$ cat src/rtl/dll_pkg.sv
package dll_pkg;

  typedef enum logic [1:0] {
    CAL_IDLE  = 2'd0,
    CAL_SWEEP = 2'd1,
    CAL_HOLD  = 2'd2
  } cal_state_t;

  // Scale a per-cycle tap count by a fraction in 1/2**FW units, clamped to the count.
  function automatic logic [15:0] scale_taps(input logic [7:0] cnt, input logic [7:0] frac);
    logic [15:0] prod;
    prod = 16'(cnt) * 16'(frac);
    prod = prod >> 8;
    if (prod > 16'(cnt)) prod = 16'(cnt);
    return prod;
  endfunction

endpackage

$ cat src/rtl/dll_cal_fsm.sv
module dll_cal_fsm
  import dll_pkg::*;
#(
  parameter int TAP_W = 8,
  parameter int SEL_W = 2
) (
  input  logic             clk,
  input  logic             rst,
  input  logic             refresh_win,
  input  logic             pd_late,
  input  logic [SEL_W-1:0] elem_sel,
  output logic [TAP_W-1:0] taps_q,
  output logic [SEL_W-1:0] sel_q,
  output logic             apply
);
  localparam logic [TAP_W-1:0] TAP_MAX = {TAP_W{1'b1}};

  cal_state_t st_q;
  logic       resume_q;

  assign apply = (st_q == CAL_SWEEP) && refresh_win && pd_late;

  always_ff @(posedge clk) begin
    if (rst) begin
      st_q     <= CAL_IDLE;
      taps_q   <= '0;
      sel_q    <= '0;
      resume_q <= 1'b0;
    end else begin
      case (st_q)
        CAL_IDLE: begin
          if (refresh_win) begin
            st_q <= CAL_SWEEP;
            if (!resume_q) begin
              taps_q <= '0;
              sel_q  <= elem_sel;
            end
          end
        end
        CAL_SWEEP: begin
          if (!refresh_win) begin
            st_q     <= CAL_IDLE;
            resume_q <= 1'b1;
          end else if (pd_late) begin
            st_q     <= CAL_HOLD;
            resume_q <= 1'b0;
          end else if (taps_q == TAP_MAX) begin
            taps_q <= '0;
          end else begin
            taps_q <= taps_q + 1'b1;
          end
        end
        CAL_HOLD: begin
          if (!refresh_win) st_q <= CAL_IDLE;
        end
        default: st_q <= CAL_IDLE;
      endcase
    end
  end
endmodule

$ cat src/rtl/dll_tap_scale.sv
module dll_tap_scale
  import dll_pkg::*;
#(
  parameter int TAP_W  = 8,
  parameter int FRAC_W = 8,
  parameter int LANES  = 3
) (
  input  logic [TAP_W-1:0]        cnt,
  input  logic [LANES*FRAC_W-1:0] frac,
  output logic [LANES*TAP_W-1:0]  taps
);
  for (genvar g = 0; g < LANES; g++) begin : g_lane
    logic [15:0] full;
    always_comb begin
      full = scale_taps(8'(cnt), 8'(frac[g*FRAC_W +: FRAC_W]));
      taps[g*TAP_W +: TAP_W] = TAP_W'(full);
    end
  end
endmodule

$ cat src/rtl/dll_slave_regs.sv
module dll_slave_regs #(
  parameter int TAP_W = 8,
  parameter int SEL_W = 2,
  parameter int LANES = 3
) (
  input  logic                   clk,
  input  logic                   rst,
  input  logic                   apply,
  input  logic [LANES*TAP_W-1:0] taps_d,
  input  logic [SEL_W-1:0]       sel_d,
  output logic [LANES*TAP_W-1:0] taps_q,
  output logic [SEL_W-1:0]       sel_q,
  output logic                   locked_q
);
  always_ff @(posedge clk) begin
    if (rst) begin
      taps_q   <= '0;
      sel_q    <= '0;
      locked_q <= 1'b0;
    end else if (apply) begin
      taps_q   <= taps_d;
      sel_q    <= sel_d;
      locked_q <= 1'b1;
    end
  end
endmodule

$ cat src/rtl/dll_delay_ctrl.sv
module dll_delay_ctrl #(
  parameter int TAP_W  = 8,
  parameter int FRAC_W = 8,
  parameter int SEL_W  = 2,
  parameter int NUM_RD = 2
) (
  input  logic                     clk,
  input  logic                     rst,
  input  logic                     refresh_win,
  input  logic                     pd_late,
  input  logic [SEL_W-1:0]         elem_sel,
  input  logic [NUM_RD*FRAC_W-1:0] frac_rd,
  input  logic [FRAC_W-1:0]        frac_wr,
  output logic [TAP_W-1:0]         master_taps,
  output logic [SEL_W-1:0]         master_sel,
  output logic [SEL_W-1:0]         slave_sel,
  output logic [NUM_RD*TAP_W-1:0]  rd_taps,
  output logic [TAP_W-1:0]         wr_taps,
  output logic                     locked
);
  localparam int LANES = NUM_RD + 1;

  logic                   apply;
  logic [LANES*FRAC_W-1:0] frac_all;
  logic [LANES*TAP_W-1:0]  taps_next;
  logic [LANES*TAP_W-1:0]  taps_cur;

  assign frac_all = {frac_wr, frac_rd};

  dll_cal_fsm #(.TAP_W(TAP_W), .SEL_W(SEL_W)) cal_i (
    .clk(clk), .rst(rst), .refresh_win(refresh_win), .pd_late(pd_late),
    .elem_sel(elem_sel), .taps_q(master_taps), .sel_q(master_sel), .apply(apply)
  );

  dll_tap_scale #(.TAP_W(TAP_W), .FRAC_W(FRAC_W), .LANES(LANES)) scale_i (
    .cnt(master_taps), .frac(frac_all), .taps(taps_next)
  );

  dll_slave_regs #(.TAP_W(TAP_W), .SEL_W(SEL_W), .LANES(LANES)) slv_i (
    .clk(clk), .rst(rst), .apply(apply), .taps_d(taps_next), .sel_d(master_sel),
    .taps_q(taps_cur), .sel_q(slave_sel), .locked_q(locked)
  );

  assign rd_taps = taps_cur[NUM_RD*TAP_W-1:0];
  assign wr_taps = taps_cur[LANES*TAP_W-1 -: TAP_W];
endmodule

$ cat config.mk
export PLATFORM = sky130hd
export DESIGN_NAME = dll_delay_ctrl
export DESIGN_NICKNAME = d
export VERILOG_FILES = /design/src/rtl/dll_pkg.sv /design/src/rtl/dll_cal_fsm.sv /design/src/rtl/dll_tap_scale.sv /design/src/rtl/dll_slave_regs.sv /design/src/rtl/dll_delay_ctrl.sv
export SDC_FILE = /design/constraint.sdc
export NUM_CORES = 1
export LEC_CHECK = 0
export ABC_AREA = 1
export BUFFER_PORTS_ARGS = -buffer_cell sky130_fd_sc_hd__buf_4
export CORE_UTILIZATION = 40
export CTS_CLUSTER_DIAMETER = 50
export DETAILED_ROUTE_END_ITERATION = 10
export GPL_ROUTABILITY_DRIVEN = 0
export GPL_TIMING_DRIVEN = 0
export PLACE_DENSITY = 0.63
export SLEW_MARGIN = 20
export SYNTH_ARGS = -nofsm -noshare
export SYNTH_HDL_FRONTEND = slang
export SYNTH_SLANG_ARGS = --single-unit
$ cat constraint.sdc
create_clock -name clk -period 5.35 [get_ports clk]
set_input_delay 0.535 -clock clk [delete_from_list [all_inputs] [get_ports clk]]
set_output_delay 0.535 -clock clk [all_outputs]
set_load 0.1 [all_outputs]
==> key figures, run 1 <==
Outcome
  – Status: complete, no violations

Worst setup path
  – Crit Path Max Fanout: 8
  – Kind of cell adding the most delay to the critical path: adder cells
  – Startpoint Class: flop
  – Crit path required time: 5.50 ns
  – Crit-path slowest cell: fa_1
  – Most used cell, CP: fa_1
  – Crit path largest cell delay: 0.54 ns
  – Critical path data arrival time: 5.31 ns
  – Crit path kind: flop to flop
  – CP bufs+invs: 7
  – Crit end category: flop

Layout
  – Final instance area: 11210 µm²
  – N_diodes: 0
  – Layout Cells excl Fill: 1762
  – Core Util, Final: 0.4936
  – Synthesis-to-finish area growth: 20.56%
  – Layout Nets: 1735
  – Layout cells sized above 1: 0.1923

Yosys
  – Synth cell types: 39
  – Synth top cells by count: inv_1 (389), nand2_1 (366), ha_1 (124), fa_1 (105), nand3_1 (74)
  – Count leader, synth: inv_1
  – Register bit count reported by yosys: 40
  – Cell taking the most area after synthesis: fa_1
  – Register area share after synthesis: 0.08613
  – Compound-Gate Fraction of Synth Area: 0.08128
  – Synth Area in Adders: 0.3929
  – Synthesized cell area: 9298 µm²
  – Mean post-synth cell area: 6.679 µm²
  – Synth top area cells: fa_1 (23%), ha_1 (17%), inv_1 (16%)
  – Asr flop ratio synth: 0
  – XOR/XNOR share of the synthesized area: 0.01184
  – Synth Net Count: 1651
  – Main synth FF type: dfxtp_1
  – Synth warn: 0
  – Post-Synthesis Cells: 1392
  – Simple-Gate Fraction of Synth Area: 0.2428
  – Main combinational cell family by area after synthesis: adder cells
  – Top-area cell type share of the netlist area: 0.2261
  – Mux contribution to synthesized area: 0
  – Post-synth EDFFs: 0

Place
  – Worst Setup Slack post-DPL: -0.7338 ns
  – Hpwl dp: 20040 µm
  – IO Port Bufs: 47
  – Post-place instance area: 10060 µm²
  – Number of cells after detailed placement: 1724

Die
  – CORE AREA: 22710 µm²
  – Die Wd: 154.5 µm
  – Die ar.: 23860 µm²
  – Starting density of the core: 0.4094
  – Core Rows: 55
  – Die H: 154.5 µm
  – # IOs: 67

CTS
  – H-tree Lvls: 2
  – CTS max path bufs: 2
  – TritonCTS Buffers: 5
  – Worst skew pair latency: 0.28 ns
  – Clk sinks: 40
  – Clock Root Buffer: clkbuf_16
  – Clock Pin Slew Worst Setup and Hold Paths: 0.06 ns
  – TritonCTS clock tree: built

Power
  – Pwr Density: 87.68 nW/µm²
  – Leakage: 7.217 nW
  – Total power: 0.9828 mW
  – VDD IR max: 0.1734 mV

Route
  – WL/cell: 14.66 µm
  – Vias: 8690
  – Via-to-Cell Ratio: 4.932
  – Drt initial violations: 468
  – DR DRC count: 0
  – Drt pass-1 iters: 7
  – Final wirelength: 25830 µm
  – ANT nets after route: 0

STA
  – WHS: 0.4351 ns
  – Setup_tns: 0 ns
  – Slew @ Worst Pin: 0.6087 ns
  – Final Hold Violating Endpoints: 0
  – Achievable Freq: 0.1936 GHz
  – Fin crit period: 5.166 ns
  – Final Skew: 0.005026 ns
  – Fin crit share: 0.9657
  – Final worst setup slack: 0.1836 ns
  – Max-slew violations: 0
  – Setup violators final: 0
  – Worst slew margin: 0.5942
  – RSZ-0062 raised after global routing: yes

Global route
  – GRT Util Overall: 0.2223
  – Vias in the first global route: 8640
  – Global-route wire length before repair: 42170 µm
  – Grt total ovfl: 0
  – Pin count of the biggest net entering global routing: 15
  – Initial antenna violation count: 0

Hold path
  – HP Class: input pin to flop

Flow run
  – Max_cap viols: 0
==> cell usage in the layout, fill, tap and decap left out, drive strengths merged, types with 4 or more instances in the layout <==
| master | n |
|---|---|
| inv | 393 |
| nand2 | 387 |
| ha | 124 |
| fa | 105 |
| buf | 99 |
| nand3 | 76 |
| a21oi | 66 |
| nor2 | 56 |
| o21ai | 42 |
| dfxtp | 40 |
| clkbuf | 33 |
| nor3 | 9 |
| o21bai | 7 |
| o21a | 6 |
| xnor2 | 6 |
| nand4 | 5 |
| a211oi | 4 |
| xor2 | 4 |
==> cell type report <==
type	instances	area, µm²
Timing Repair Buffer	81	615.6
Multi-Input combinational cell	910	7312
Clock inverter	3	46.29
Clock buffer	5	125.1
Tap cell	285	356.6
Sequential cell	40	830.8
Fill cell	2297	11500
Buffer	46	449.2
Inverter	392	1474
==> power breakdown <==
group	leakage, nW	switching [mW]	internal, mW	total (mW)
registers	0.330	0.00609	0.302	0.309
clock network	0.0804	0.128	0.222	0.350
logic	6.81	0.215	0.110	0.325
total	7.22	0.349	0.634	0.983
==> flip-flops by register name, indices dropped and copies added, names as in the netlist <==
| register | count |
|---|---|
| cal_i.resume_q | 1 |
| cal_i.sel_q | 2 |
| cal_i.st_q | 2 |
| cal_i.taps_q | 8 |
| slv_i.locked_q | 1 |
| slv_i.sel_q | 2 |
| slv_i.taps_q | 24 |
==> per-layer routing <==
metal	routed length [µm]	track usage	vias to the layer above	share of wire
met5	0	0	-	0
met4	732	0.06223	0	0.028
met3	1349	0.02606	43	0.052
met2	12640	0.4029	229	0.49
met1	11110	0.2765	4120	0.43
li1	-	-	4298	-
==> kinds of logic after synthesis <==
family	Yosys count
xor+xnor	10
fa+ha+maj	229
buf+inv	444
flops	40
simple gates	539
compound gates	130
==> worst reg2reg max path, delay by kind of cell (launching register included) <==
kind                     cells  cell delay, ns
adder cells (fa/ha/maj)      6            2.50
AND/OR/NAND/NOR             11            0.85
buffers and inverters        7            0.66
AO/OA/AOI/OAI                4            0.64
flip-flops                   1            0.36
==> path summary, 6_finish.rpt <==
path	from	to	slack [ns]	depth (start not counted)
setup / recovery	cal_i.taps_q[1]	slv_i.taps_q[4]	0.18	28
hold / removal	rst	cal_i.taps_q[0]	0.44	2
setup reg to reg	cal_i.taps_q[1]	slv_i.taps_q[4]	0.18	28
hold reg to reg	cal_i.resume_q	cal_i.resume_q	0.46	2
==> what timing repair did <==
item,in CTS,in global routing
resized for setup,57,132
setup buffers,14,18
cloned,2,2
pin swaps,6,57
setup endpoints to repair,24,24
hold buffers,0,0
(Power assumes the default switching activity.)
==> run 2: changes to the inputs <==
- SYNTH_HIERARCHICAL: unset -> 1
==> run 2 against run 1 <==
Net effect: the flow now finishes with violations (negative setup slack); critical endpoint is now slv_i/taps_q[11]; fmax is 5.8% lower; critical path depth is 2 higher; utilization rose by 1.4 points; clock power shrank 11%; sequential share of layout area fell by 0.41 points; largest power group is now combinational logic; area after synthesis is 2.2% higher; largest cell class unchanged; final area increased by 5.9%; total power rose by 53%; clock-buffer cell count is 2 higher.
==> key figures, run 2 <==
Yosys
  – Synth top area cells: fa_1 (22%), nand2_1 (17%), ha_1 (16%)
  – Mean post-synth cell area: 6.524 µm² (-2.3%)
  – Synth warn: 6 (+6)
  – Register bit count reported by yosys: 40 (unchanged)
  – Main synth FF type: dfxtp_1
  – Register area share after synthesis: 0.08424 (-0.001882)
  – Count leader, synth: nand2_1
  – Synth top cells by count: nand2_1 (438), inv_1 (393), ha_1 (124), nor2_1 (113), fa_1 (105)
  – Post-synth EDFFs: 0 (unchanged)
  – Synth cell types: 39 (unchanged)
  – Asr flop ratio synth: 0 (unchanged)
  – Synthesized cell area: 9505 µm² (+2.2%)
  – Synth Net Count: 1716 (+3.9%)
  – Top-area cell type share of the netlist area: 0.2211 (-0.004940)
  – Cell taking the most area after synthesis: fa_1
  – Post-Synthesis Cells: 1457 (+4.7%)

Layout
  – N_diodes: 0 (unchanged)
  – Synthesis-to-finish area growth: 24.90%
  – Layout cells sized above 1: 0.2222 (+0.02987)
  – FILL cells: 2350 (+2.3%)
  – Commonest non-fill, non-tap cells in the layout: nand2_1 (395), inv_1 (368), buf_4 (113)
  – Layout Cells excl Fill: 1899 (+7.8%)
  – Most flop-heavy register: slv_i/taps_q
  – Commonest non-fill, non-tap cell in the layout: nand2_1
  – Biggest regs: slv_i/taps_q x24, cal_i/taps_q x8
  – Layout Nets: 1838 (+5.9%)
  – Max reg flops: 24 (unchanged)

Place
  – Hpwl dp: 19640 µm (-2.0%)
  – IO Port Bufs: 48 (+2.1%)
  – Number of cells after detailed placement: 1824 (+5.8%)

Worst setup path
  – Crit path required time: 5.57 ns (+0.07 ns)
  – Crit end category: flop
  – Crit-path slowest cell: fa_1
  – Crit path kind: flop to flop
  – Crit path largest cell delay: 0.56 ns (+0.02 ns)
  – FF-to-FF setup slack: -0.14 ns (-0.32 ns)
  – Crit Path Max Fanout: 6 (-2)
  – Critical path data arrival time: 5.70 ns (+0.39 ns)
  – Startpoint Class: flop

STA
  – RSZ-0062 raised after global routing: yes
  – Final Skew: 0.002648 ns (-0.002378 ns)
  – Max-slew violations: 0 (unchanged)
  – Slew @ Worst Pin: 0.4171 ns (-0.1916 ns)
  – Fin crit period: 5.487 ns (+0.3202 ns)
  – Achievable Freq: 0.1823 GHz (-5.8%)
  – Setup violators final: 10 (+10)
  – Final Hold Violating Endpoints: 0 (unchanged)
  – Fin crit share: 1.026 (+0.05985)
  – Final worst setup slack: -0.1366 ns (-0.3202 ns)
  – WHS: 0.4611 ns (+0.02604 ns)
  – Worst slew margin: 0.7219 (+0.1277)

Power
  – Switching share of power: 0.4488 (+0.09406)
  – Net Switching: 0.6729 mW (+93%)
  – Seq pwr share: 0.215 (-0.099)
  – VDD IR max: 0.1556 mV (-10%)
  – Logic pwr share: 0.576 (+0.246)
  – Pwr Density: 126.3 nW/µm² (+44%)
  – Leakage: 7.472 nW (+3.5%)
  – Share of total power in the clock network: 0.209 (-0.147)
  – Total power: 1.499 mW (+53%)
  – Internal power: 0.8265 mW (+30%)

Route
  – Drt initial violations: 508 (+8.5%)
  – Vias: 9016 (+3.8%)
  – DR DRC count: 0 (unchanged)
  – Drt pass-1 iters: 5 (-2)
  – Final wirelength: 27130 µm (+5.1%)
  – Via-to-Cell Ratio: 4.748 (-3.7%)
  – ANT nets after route: 0 (unchanged)
  – WL/cell: 14.29 µm (-2.5%)

Hold path
  – HP Class: input pin to flop

Global route
  – Pin count of the biggest net entering global routing: 13 (-2)
  – Vias in the first global route: 8923 (+3.3%)
  – GRT Util Overall: 0.2226 (+0.0002915)
  – Initial antenna violation count: 0 (unchanged)
  – Grt total ovfl: 0 (unchanged)
  – Global-route wire length before repair: 42990 µm (+2.0%)

Die
  – Core Rows: 56 (+1.8%)
  – CORE AREA: 23400 µm² (+3.1%)
  – Die Wd: 156.2 µm (+1.1%)
  – Starting density of the core: 0.4062 (-0.003252)
  – # IOs: 67 (unchanged)
  – Die ar.: 24380 µm² (+2.2%)
  – Die H: 156.2 µm (+1.1%)

CTS
  – Clk sinks: 40 (unchanged)
  – CTS max path bufs: 2 (unchanged)
  – TritonCTS Buffers: 5 (unchanged)
  – Clock Pin Slew Worst Setup and Hold Paths: 0.06 ns (about the same)
  – Clock Root Buffer: clkbuf_16
  – Cts hold-fix bufs: 0 (unchanged)
  – TritonCTS clock tree: built
  – H-tree Lvls: 2 (unchanged)
  – Worst skew pair latency: 0.28 ns (about the same)

Flow run
  – Max_cap viols: 0 (unchanged)

Outcome
  – Violated checks: negative setup slack
  – Status: finished, violations left
[run 2: cell count changes after synthesis, sizes merged, moves of 5 or more]
cell / before / now
a21o: 1 / 6
nor2: 56 / 121
buf: 19 / 12
nand3b: 1 / 7
a21oi: 66 / 36
o21a: 6 / 0
nand3: 75 / 47
and2: 3 / 16
nand2: 386 / 450
o21ai: 42 / 20
[run 2: worst paths after layout]
check / start / endpoint / cells after the start
worst min register to register: slv_i/locked_q / slv_i/locked_q / 2
worst max-delay path: cal_i/taps_q[2] / slv_i/taps_q[11] / 30
worst max register to register: cal_i/taps_q[2] / slv_i/taps_q[11] / 30
worst min-delay path: pd_late / cal_i/st_q[0] / 2
[run 2: timing repair]
item                       CTS  global route
buffers inserted            41            26
pin swaps                   40            76
gates cloned                 5             3
resized for setup           68           139
setup endpoints to repair   24            24
[run 2: stage by stage]
step                cell area (µm²)  setup TNS (ns)  setup WS, ns    util
finish                        11870         -0.7981       -0.1366  0.5073
global route                  11870          -6.851       -0.4076  0.5073
CTS                           11310               0       0.01038  0.4832
detailed placement            10430          -10.31       -0.4887  0.4458
global placement              10430          -9.707       -0.4960  0.4458
floorplan                      9673               0      0.002703       -
[run 2: cell families after synthesis]
logic type,Yosys count,synth area share
xor gates and xnor gates,12,0.01501
adders and majority gates,229,0.3844
DFF,40,0.08424
and+or+nand+nor,656,0.2875
AOI/OAI and AO/OA,75,0.04568
buffers and inverters,445,0.1832
[run 2: final cells by class]
type / instances / area (µm²) / area share
clock inverter: 1 / 5.005 / 0.0004215
inverter: 396 / 1494 / 0.1258
multi-input combinational: 974 / 7577 / 0.6382
sequential: 40 / 830.8 / 0.06998
buffer: 41 / 456.7 / 0.03847
clock buffer: 7 / 153.9 / 0.01296
timing repair buffer: 121 / 955.9 / 0.08051
tap: 319 / 399.1 / 0.03362
[run 2: metal layers]
metal | vias up | track usage | routed length, µm | part of all wire
met5 | - | 0 | 0 | 0
met3 | 50 | 0.02722 | 1308 | 0.048
met4 | 0 | 0.05602 | 624 | 0.023
met1 | 4284 | 0.2764 | 11730 | 0.43
met2 | 212 | 0.4048 | 13480 | 0.50
li1 | 4470 | - | - | -
[run 2: worst max-delay path: cells and delay by family (launching register included)]
family,cells,cell delay [ns]
AOI/OAI and AO/OA,3,0.59
adders and majority gates,6,2.56
buffers and inverters,7,0.62
DFF,1,0.42
and+or+nand+nor,14,1.22
[run 2: power groups by stage]
stage | registers (mW) | logic (mW) | clock network, mW
after floorplan | 0.405 | 0.415 | 0
after global placement | 0.332 | 0.643 | 0
after detailed placement | 0.332 | 0.651 | 0
after CTS | 0.323 | 0.729 | 0.321
after global routing | 0.325 | 0.950 | 0.334
final | 0.323 | 0.863 | 0.313
==> run 3: changes to the inputs <==
- RECOVER_POWER: unset -> 100
==> run 3 against run 2 <==
Net effect: the flow still finishes with violations (negative setup slack); critical path depth unchanged; final area decreased by 1.4%; die area unchanged; hold slack lost 0.00095 ns; largest cell class unchanged; largest power group unchanged.
==> key figures, run 3 (synthesized netlist as in run 2, its figures left out) <==
Die
  – Core Rows: 56 (unchanged)
  – Die H: 156.2 µm (unchanged)
  – Die Wd: 156.2 µm (unchanged)
  – Die ar.: 24380 µm² (unchanged)
  – # IOs: 67 (unchanged)
  – Starting density of the core: 0.4062 (unchanged)
  – CORE AREA: 23400 µm² (unchanged)

Layout
  – Biggest regs: slv_i/taps_q x24, cal_i/taps_q x8
  – Layout cells sized above 1: 0.1956 (-0.02658)
  – FILL cells: 2382 (+1.4%)
  – Multi-input gate area: 7562 µm² (-0.20%)
  – Commonest non-fill, non-tap cell in the layout: nand2_1
  – Commonest non-fill, non-tap cells in the layout: nand2_1 (396), inv_1 (368), nor2_1 (107)
  – Seq. cell area: 830.8 µm² (unchanged)
  – Most flop-heavy register: slv_i/taps_q
  – Synthesis-to-finish area growth: 23.17%
  – Max reg flops: 24 (unchanged)
  – Layout Nets: 1838 (unchanged)
  – N_diodes: 0 (unchanged)
  – Layout Cells excl Fill: 1899 (unchanged)

Global route
  – Pin count of the biggest net entering global routing: 13 (unchanged)
  – Grt total ovfl: 0 (unchanged)
  – Vias in the first global route: 8923 (unchanged)
  – Global-route wire length before repair: 42990 µm (unchanged)
  – GRT Util Overall: 0.2226 (unchanged)
  – Initial antenna violation count: 0 (unchanged)

CTS
  – Worst skew pair latency: 0.28 ns (about the same)
  – H-tree Lvls: 2 (unchanged)
  – Clk sinks: 40 (unchanged)
  – CTS max path bufs: 2 (unchanged)
  – TritonCTS Buffers: 5 (unchanged)
  – Clock Root Buffer: clkbuf_16
  – TritonCTS clock tree: built
  – Cts hold-fix bufs: 0 (unchanged)
  – Clock Pin Slew Worst Setup and Hold Paths: 0.06 ns (about the same)

STA
  – Achievable Freq: 0.1817 GHz (-0.32%)
  – Setup_tns: -0.9635 ns (-0.1654 ns)
  – Final Hold Violating Endpoints: 0 (unchanged)
  – Final worst setup slack: -0.1542 ns (-0.01761 ns)
  – Final Skew: 0.001934 ns (-0.0007140 ns)
  – Max-slew violations: 0 (unchanged)
  – Setup violators final: 10 (unchanged)
  – Worst slew margin: 0.2030 (-0.5190)
  – Fin crit period: 5.504 ns (+0.01761 ns)
  – Slew @ Worst Pin: 1.201 ns (+0.7836 ns)
  – Fin crit share: 1.029 (+0.003291)
  – RSZ-0062 raised after global routing: yes

Worst setup path
  – Crit end category: flop
  – Reg-to-reg startpoint: cal_i/taps_q[2]
  – Critical R2R Capture: slv_i/taps_q[11]
  – Crit path required time: 5.57 ns (about the same)
  – Startpoint Class: flop
  – FF-to-FF setup slack: -0.15 ns (-0.02 ns)
  – Crit Path Max Fanout: 6 (unchanged)
  – Critical path data arrival time: 5.72 ns (+0.02 ns)
  – Crit path largest cell delay: 0.56 ns (about the same)
  – Crit path kind: flop to flop
  – Register-to-Register Path Depth: 30 (unchanged)
  – Crit-path slowest cell: fa_1

Hold path
  – HP Class: input pin to flop
  – Hold path depth: 2 (unchanged)
  – Min-delay src: pd_late
  – Terminating pin of the worst hold path: cal_i/st_q[0]

Flow run
  – Max_cap viols: 0 (unchanged)

Power
  – Pwr Density: 126.9 nW/µm² (+0.49%)
  – Seq pwr share: 0.217 (+0.002)
  – VDD IR max: 0.1553 mV (-0.19%)
  – Net Switching: 0.6704 mW (-0.38%)
  – Internal power: 0.8154 mW (-1.3%)
  – Share of total power in the clock network: 0.210 (about the same)
  – Logic pwr share: 0.572 (-0.004)
  – Switching share of power: 0.4512 (+0.002384)
  – Leakage: 7.302 nW (-2.3%)

Place
  – Number of cells after detailed placement: 1824 (unchanged)
  – IO Port Bufs: 48 (unchanged)
  – Hpwl dp: 19640 µm (unchanged)

Outcome
  – Violated checks: negative setup slack
  – Status: finished, violations left

Route
  – Final wirelength: 27120 µm (about the same)
  – DR DRC count: 0 (unchanged)
  – Drt pass-1 iters: 5 (unchanged)
  – Via-to-Cell Ratio: 4.739 (-0.18%)
  – ANT nets after route: 0 (unchanged)
  – Vias: 9000 (-0.18%)
  – Drt initial violations: 478 (-5.9%)
  – WL/cell: 14.28 µm (about the same)
[run 3: cell types whose count changed in the layout (fill, tap and decap cells not counted), sizes merged]
cell and change:
clkbuf +39, buf -39, clkinv +1, inv -1
[run 3: repair_timing]
item | CTS | global route
endpoints found under the setup margin | 24 | 24
gates cloned | 5 | 3
pin swaps | 40 | 76
gates resized for setup | 68 | 139
buffers inserted | 41 | 26
[run 3: layer usage]
metal | up-vias | track usage | routed length (µm)
met5 | - | 0 | 0
met3 | 48 | 0.02722 | 1360
met1 | 4274 | 0.2764 | 11640
li1 | 4473 | - | -
met4 | 0 | 0.05602 | 612
met2 | 205 | 0.4048 | 13510
[run 3: final cells by class]
cell class,instances,share of cell area
plain buffers,41,0.03837
clock buffers,7,0.01315
flip-flops and latches,40,0.07096
well taps,319,0.03409
inverters,396,0.1276
repair buffers,121,0.06947
multi-input cells,974,0.6459
clock inverters,1,0.0004275
[run 3: power by group through the flow]
stage	sequential (mW)	combinational (mW)	clock (mW)
final	0.323	0.851	0.313
after floorplan	0.405	0.415	0
after global placement	0.332	0.643	0
after CTS	0.323	0.729	0.321
after global routing	0.324	0.938	0.334
after detailed placement	0.332	0.651	0
[run 3: how the worst max path moves through the flow]
stage,start,end,slack (ns)
after floorplan,cal_i/taps_q[1],slv_i/taps_q[2],0.003
after global placement,cal_i/taps_q[7],slv_i/taps_q[16],-0.50
after detailed placement,cal_i/taps_q[7],slv_i/taps_q[20],-0.49
after CTS,cal_i/taps_q[2],slv_i/taps_q[0],0.01
after global routing,cal_i/taps_q[2],slv_i/taps_q[14],-0.41
final,cal_i/taps_q[2],slv_i/taps_q[11],-0.15
[run 3: through the flow]
| stage | setup slack (ns) | hold WS [ns] | total power [mW] | cell area, µm² | util |
|---|---|---|---|---|---|
| 2_1_floorplan | 0.002703 | 0.4338 | 0.8193 | 9673 | - |
| 3_3_place_gp | -0.4960 | 0.4480 | 0.9753 | 10430 | 0.4458 |
| 3_5_place_dp | -0.4887 | 0.4608 | 0.9827 | 10430 | 0.4458 |
| 4_1_cts | 0.01038 | 0.4580 | 1.373 | 11310 | 0.4832 |
| 5_1_grt | -0.4076 | 0.4620 | 1.595 | 11710 | 0.5003 |
| 6_report | -0.1542 | 0.4602 | 1.486 | 11710 | 0.5003 |
[run 3: critical path: cells and delay by family, from the launching register on]
family / cells / cell delay [ns]
buffers and inverters: 7 / 0.61
AND/OR/NAND/NOR: 14 / 1.22
flip-flops: 1 / 0.42
adder cells (fa/ha/maj): 6 / 2.57
AO/OA/AOI/OAI: 3 / 0.60
